===== config.mk =====
export PLATFORM = sky130hd
export DESIGN_NAME = exc_dispatch
export DESIGN_NICKNAME = d
export VERILOG_FILES = /design/src/rtl/exc_pkg.sv /design/src/rtl/exc_align_rule.sv /design/src/rtl/exc_req_arb.sv /design/src/rtl/exc_vector_sel.sv /design/src/rtl/exc_state.sv /design/src/rtl/exc_dispatch.sv
export SDC_FILE = /design/constraint.sdc
export NUM_CORES = 1
export LEC_CHECK = 0
export ABC_AREA = 1
export BUFFER_PORTS_ARGS = -buffer_cell sky130_fd_sc_hd__buf_2
export CELL_PAD_IN_SITES_DETAIL_PLACEMENT = 2
export CELL_PAD_IN_SITES_GLOBAL_PLACEMENT = 2
export CORE_ASPECT_RATIO = 1.25
export CORE_MARGIN = 2
export CORE_UTILIZATION = 24
export CTS_CLUSTER_SIZE = 20
export DETAILED_ROUTE_END_ITERATION = 8
export PLACE_DENSITY = 0.88
export SYNTH_ARGS = -nofsm -noshare
export SYNTH_HDL_FRONTEND = slang
export SYNTH_HIERARCHICAL = 1
export SYNTH_SLANG_ARGS = --single-unit

===== constraint.sdc =====
create_clock -name clk -period 1.5 [get_ports clk]
set_input_delay 0.3 -clock clk [delete_from_list [all_inputs] [get_ports clk]]
set_output_delay 0.3 -clock clk [all_outputs]
set_load 0.1 [all_outputs]

===== src/rtl/exc_pkg.sv =====
package exc_pkg;
    localparam int REG_AW = 3;

    typedef enum logic [1:0] {
        VEC_KERNEL = 2'd0,
        VEC_USER   = 2'd1,
        VEC_DOUBLE = 2'd2
    } vec_e;

    typedef enum logic [REG_AW-1:0] {
        REG_STATUS = 3'd0,
        REG_EPC    = 3'd1,
        REG_DEPC   = 3'd2,
        REG_CAUSE  = 3'd3,
        REG_VADDR  = 3'd4
    } reg_idx_e;
endpackage


===== src/rtl/exc_align_rule.sv =====
module exc_align_rule #(
    parameter bit UNALIGNED_EXC = 1'b1,
    parameter bit HW_ALIGN      = 1'b0
) (
    input  logic mis_valid,
    output logic raise
);
    generate
        if (UNALIGNED_EXC && !HW_ALIGN) begin : g_trap
            assign raise = mis_valid;
        end else begin : g_quiet
            logic unused_mis;
            assign unused_mis = mis_valid;
            assign raise = 1'b0;
        end
    endgenerate
endmodule


===== src/rtl/exc_req_arb.sv =====
module exc_req_arb #(
    parameter int PC_W        = 32,
    parameter int CAUSE_W     = 6,
    parameter int ALIGN_CAUSE = 9
) (
    input  logic               req_valid,
    input  logic [PC_W-1:0]    req_pc,
    input  logic [CAUSE_W-1:0] req_cause,
    input  logic               req_has_addr,
    input  logic [PC_W-1:0]    req_addr,
    input  logic               mis_raise,
    input  logic [PC_W-1:0]    mis_pc,
    input  logic [PC_W-1:0]    mis_addr,
    output logic               exc_valid,
    output logic [PC_W-1:0]    exc_pc,
    output logic [CAUSE_W-1:0] exc_cause,
    output logic               exc_has_addr,
    output logic [PC_W-1:0]    exc_addr
);
    localparam logic [CAUSE_W-1:0] ALIGN_CODE = CAUSE_W'(ALIGN_CAUSE);

    always_comb begin
        exc_valid    = req_valid | mis_raise;
        exc_pc       = req_pc;
        exc_cause    = req_cause;
        exc_has_addr = req_has_addr;
        exc_addr     = req_addr;
        if (!req_valid) begin
            exc_pc       = mis_pc;
            exc_cause    = ALIGN_CODE;
            exc_has_addr = 1'b1;
            exc_addr     = mis_addr;
        end
    end
endmodule


===== src/rtl/exc_vector_sel.sv =====
module exc_vector_sel
    import exc_pkg::*;
(
    input  logic excm,
    input  logic um,
    output vec_e vec
);
    always_comb begin
        if (excm)    vec = VEC_DOUBLE;
        else if (um) vec = VEC_USER;
        else         vec = VEC_KERNEL;
    end
endmodule


===== src/rtl/exc_state.sv =====
module exc_state
    import exc_pkg::*;
#(
    parameter int PC_W     = 32,
    parameter int CAUSE_W  = 6,
    parameter bit HAS_DEPC = 1'b1
) (
    input  logic               clk,
    input  logic               rst_n,
    input  logic               exc_valid,
    input  logic [PC_W-1:0]    exc_pc,
    input  logic [CAUSE_W-1:0] exc_cause,
    input  logic               exc_has_addr,
    input  logic [PC_W-1:0]    exc_addr,
    input  vec_e               vec,
    input  logic               sw_we,
    input  logic [REG_AW-1:0]  sw_addr,
    input  logic [PC_W-1:0]    sw_wdata,
    output logic [1:0]         vec_sel_o,
    output logic               taken_o,
    output logic               excm_o,
    output logic               um_o,
    output logic [PC_W-1:0]    epc_o,
    output logic [PC_W-1:0]    depc_o,
    output logic [CAUSE_W-1:0] cause_o,
    output logic [PC_W-1:0]    vaddr_o
);
    typedef struct packed {
        logic               excm;
        logic               um;
        logic [PC_W-1:0]    epc;
        logic [PC_W-1:0]    depc;
        logic [PC_W-1:0]    vaddr;
        logic [CAUSE_W-1:0] cause;
        logic [1:0]         vec;
        logic               taken;
    } st_t;

    st_t st_d, st_q;

    always_comb begin
        st_d       = st_q;
        st_d.taken = 1'b0;
        if (exc_valid) begin
            if (exc_has_addr) st_d.vaddr = exc_addr;
            if (st_q.excm && HAS_DEPC) st_d.depc = exc_pc;
            else                       st_d.epc  = exc_pc;
            st_d.vec   = vec;
            st_d.cause = exc_cause;
            st_d.excm  = 1'b1;
            st_d.taken = 1'b1;
        end else if (sw_we) begin
            case (sw_addr)
                REG_STATUS: begin
                    st_d.excm = sw_wdata[0];
                    st_d.um   = sw_wdata[1];
                end
                REG_EPC:   st_d.epc   = sw_wdata;
                REG_DEPC:  st_d.depc  = sw_wdata;
                REG_CAUSE: st_d.cause = sw_wdata[CAUSE_W-1:0];
                REG_VADDR: st_d.vaddr = sw_wdata;
                default: ;
            endcase
        end
    end

    always_ff @(posedge clk or negedge rst_n) begin
        if (!rst_n) st_q <= '0;
        else        st_q <= st_d;
    end

    generate
        if (HAS_DEPC) begin : g_depc
            assign depc_o = st_q.depc;
        end else begin : g_no_depc
            logic [PC_W-1:0] unused_depc;
            assign unused_depc = st_q.depc;
            assign depc_o      = '0;
        end
    endgenerate

    assign vec_sel_o = st_q.vec;
    assign taken_o   = st_q.taken;
    assign excm_o    = st_q.excm;
    assign um_o      = st_q.um;
    assign epc_o     = st_q.epc;
    assign cause_o   = st_q.cause;
    assign vaddr_o   = st_q.vaddr;
endmodule


===== src/rtl/exc_dispatch.sv =====
module exc_dispatch
    import exc_pkg::*;
#(
    parameter int PC_W          = 32,
    parameter int CAUSE_W       = 6,
    parameter int ALIGN_CAUSE   = 9,
    parameter bit HAS_DEPC      = 1'b1,
    parameter bit UNALIGNED_EXC = 1'b1,
    parameter bit HW_ALIGN      = 1'b0
) (
    input  logic               clk,
    input  logic               rst_n,
    input  logic               req_valid,
    input  logic [PC_W-1:0]    req_pc,
    input  logic [CAUSE_W-1:0] req_cause,
    input  logic               req_has_addr,
    input  logic [PC_W-1:0]    req_addr,
    input  logic               mis_valid,
    input  logic [PC_W-1:0]    mis_pc,
    input  logic [PC_W-1:0]    mis_addr,
    input  logic               sw_we,
    input  logic [2:0]         sw_addr,
    input  logic [PC_W-1:0]    sw_wdata,
    output logic [1:0]         vec_sel_o,
    output logic               taken_o,
    output logic               excm_o,
    output logic               um_o,
    output logic [PC_W-1:0]    epc_o,
    output logic [PC_W-1:0]    depc_o,
    output logic [CAUSE_W-1:0] cause_o,
    output logic [PC_W-1:0]    vaddr_o
);
    logic               mis_raise;
    logic               exc_valid;
    logic [PC_W-1:0]    exc_pc;
    logic [CAUSE_W-1:0] exc_cause;
    logic               exc_has_addr;
    logic [PC_W-1:0]    exc_addr;
    vec_e               vec;

    exc_align_rule #(
        .UNALIGNED_EXC (UNALIGNED_EXC),
        .HW_ALIGN      (HW_ALIGN)
    ) u_align (
        .mis_valid (mis_valid),
        .raise     (mis_raise)
    );

    exc_req_arb #(
        .PC_W        (PC_W),
        .CAUSE_W     (CAUSE_W),
        .ALIGN_CAUSE (ALIGN_CAUSE)
    ) u_arb (
        .req_valid    (req_valid),
        .req_pc       (req_pc),
        .req_cause    (req_cause),
        .req_has_addr (req_has_addr),
        .req_addr     (req_addr),
        .mis_raise    (mis_raise),
        .mis_pc       (mis_pc),
        .mis_addr     (mis_addr),
        .exc_valid    (exc_valid),
        .exc_pc       (exc_pc),
        .exc_cause    (exc_cause),
        .exc_has_addr (exc_has_addr),
        .exc_addr     (exc_addr)
    );

    exc_vector_sel u_vsel (
        .excm (excm_o),
        .um   (um_o),
        .vec  (vec)
    );

    exc_state #(
        .PC_W     (PC_W),
        .CAUSE_W  (CAUSE_W),
        .HAS_DEPC (HAS_DEPC)
    ) u_state (
        .clk          (clk),
        .rst_n        (rst_n),
        .exc_valid    (exc_valid),
        .exc_pc       (exc_pc),
        .exc_cause    (exc_cause),
        .exc_has_addr (exc_has_addr),
        .exc_addr     (exc_addr),
        .vec          (vec),
        .sw_we        (sw_we),
        .sw_addr      (sw_addr),
        .sw_wdata     (sw_wdata),
        .vec_sel_o    (vec_sel_o),
        .taken_o      (taken_o),
        .excm_o       (excm_o),
        .um_o         (um_o),
        .epc_o        (epc_o),
        .depc_o       (depc_o),
        .cause_o      (cause_o),
        .vaddr_o      (vaddr_o)
    );
endmodule


==> flow_summary.toml <==
[floorplanning]
row_count = 64
dieArea_um2 = 26100
die_w_um = 145
core_um2 = 24400
die_h_um = 180
initial_core_util_pct = 24.4
ios = 282

[timing]
slew_headroom_pct = 64.7
tns_ns = 0
timing.hold.ws_ns = 0.285
fin_skew_ns = 0.00884
setup_viol = 0
fmax_ghz = 0.680
rsz0062_at_grt = "no"
fin_crit_ns = 1.47
finalCritPeriodShare_pct = 98.0
tightestPinTransition_ns = 0.533
hold_viol = 0
maxSlewViolCount = 0

[worst_setup_path]
slowest_stage = "buf_2"
crit_path_max_fanout = 2
critPathKind = "flip-flop to output port"
slowest_delay_ns = 0.46
crit_path_cell_trace = "buf_2"
r2r_start = "u_state/excm_o$_DFFE_PN0P_"
end_kind = "output port"
path_delay_family = "buffers and inverters"
crit_required_ns = 1.20
arrival_ns = 1.17
cp-startpoint = "u_state/vaddr_o[22]$_DFFE_PN0P_"
critical_path_buf_inv_count = 1
worstSetupStartpointType = "flip-flop"

[cells_and_area]
nets = 1344
synthToLayoutAreaGrowth_pct = 42.6
drive_gt1_share_pct = 30.8
layout_common_cells = "552 x nand2_1, 236 x buf_2, 137 x nand3_1"
final_common_cell = "nand2_1"

[status]
status = "complete, no violations"

[clock_tree]
clkLatencyLatePin_ns = 0.35
clock-sinks = 107
clock_path_buffers = 2
clkTransAtPathRegs_ns = 0.08
cts_htree_levels = 3
cts_tree = "built"
cts_setup_buffers = 0
numCtsBuffers = 9
cts-root-buf = "clkbuf_16"

[grt]
grt-ovfl-total = 0
grt_usage_pct = 21.8
grt_start_max_net_pins = 41
antenna_found_initial = 3
grt_pass1_wl_mm = 45.0
grt_pass1_vias = 8063

[route]
vias = 7051
ant_nets = 0
drtPass1Iterations = 5
finalWirelength_mm = 28.2
drc = 0
drt-initial-drc-count = 227
avgViaCountPerCell = 4.68
routedWlPerCell_um = 18.7

[logic_synthesis]
synth_cell_types = 19
ys_seq_area_share_pct = 45.0
avgSynthCellArea_um2 = 6.72
ys_seq_elements = 107
synthTopCellsByArea = "dfrtp_1 45%, nand2_1 35%, nand3_1 12%"
async_flop_share_pct = 100
syn_inst = 886
synth_edf_count = 0
synthDominantCellAreaShare_pct = 45.0
syn_area_um2 = 5960
synth-main-ff-cell = "dfrtp_1"
synth_top_area_cell = "dfrtp_1"
syn_nets = 1061
yosys_warnings = 6

[pwr]
p_leak_nw = 5.13
p_per_area_nw_per_um2 = 1330
peakVddDrop_v = 0.000489

[flow_run]
maxCapViolCount = 0

[placed_design]
portBuffers = 281
gp_congestion = 0.810
dp.final_hpwl_mm = 22.2

[hold_path]
hp-start = "sw_wdata[0]"
hp-class = "input pin to flip-flop"
-- cell families (layout without fill, tap and decap cells) --
family | after synthesis | count (layout) | synth area share, %
AO/OA/AOI/OAI | 3 | 3 | 0.294
buffers and inverters | 72 | 359 | 6.95
other | 0 | 3 | 0
AND/OR/NAND/NOR | 704 | 704 | 47.8
flip-flops | 107 | 107 | 45.0
-- path summary, 6_finish.rpt --
kind | to | slack, ns | cells past startpoint
hold reg to reg | u_state/epc_o[8]$_DFFE_PN0P_ | 0.48 | 2
max in group asynchronous | u_state/epc_o[26]$_DFFE_PN0P_ | 0.54 | 3
setup / recovery | vaddr_o[22] | 0.03 | 1
hold / removal | u_state/excm_o$_DFFE_PN0P_ | 0.29 | 3
setup reg to reg | u_state/epc_o[11]$_DFFE_PN0P_ | 0.18 | 6
min in group asynchronous | u_state/vec_sel_o[0]$_DFFE_PN0P_ | 0.41 | 2
-- state kept, by name, indices dropped and copies added (netlist names) --
name               cells
u_state/cause_o        6
u_state/um_o           1
u_state/vec_sel_o      2
u_state/excm_o         1
u_state/depc_o        32
u_state/taken_o        1
u_state/epc_o         32
u_state/vaddr_o       32
-- per-layer routing --
| metal | share of wire, % | up-vias | wire length [um] | GRT usage [%] |
|---|---|---|---|---|
| li1 | - | 3328 | - | - |
| met4 | 4.3 | 0 | 1220 | 10.5 |
| met5 | 0 | - | 0 | 0 |
| met3 | 3.8 | 50 | 1080 | 3.24 |
| met1 | 39 | 3472 | 11000 | 24.0 |
| met2 | 53 | 201 | 14900 | 40.7 |
-- power by group --
| group | total (W) | switching, W | internal (W) |
|---|---|---|---|
| clock | 0.00234 | 0.00120 | 0.00114 |
| combinational | 0.00538 | 0.00434 | 0.00105 |
| sequential | 0.00356 | 0.000269 | 0.00329 |
-- stage by stage --
| stage | area (um^2) | worst slack, ns | cells | utilization [%] | power, W |
|---|---|---|---|---|---|
| 3_3_place_gp | 8100 | -0.170 | 1487 | 33.2 | 0.00884 |
| 4_1_cts | 8410 | 0.000790 | 1503 | 34.4 | 0.0114 |
| 5_1_grt | 8490 | 0.000338 | 1506 | 34.8 | 0.0118 |
| 6_report | 8490 | 0.0297 | 1506 | 34.8 | 0.0113 |
| 2_1_floorplan | 5970 | 0.00835 | 886 | - | 0.00750 |
| 3_5_place_dp | 8100 | -0.208 | 1487 | 33.2 | 0.00895 |
-- final cells by class --
type                            instances  area (um^2)
Clock buffer                            9          225
Clock inverter                          6         48.8
Tap cell                              330          413
Multi-Input combinational cell        707         2880
Fill cell                            2982        15900
Inverter                               13         53.8
Timing Repair Buffer                  331         2180
Antenna cell                            3         7.51
Sequential cell                       107         2680
-- cell usage after synthesis, types with 3 or more instances --
library cell    n
nand2_2         3
buf_4          10
clkbuf_1       14
nand2_1       555
buf_6          10
buf_2          21
inv_1          10
dfrtp_1       107
buf_1           4
nand3_1       137
-- timing repair --
action	in CTS	in global routing
hold buffers	1	0
endpoints found under the hold margin	18	0
setup endpoints to repair	10	30
gates resized for setup	10	30
Power figures use the tool's default switching activity.
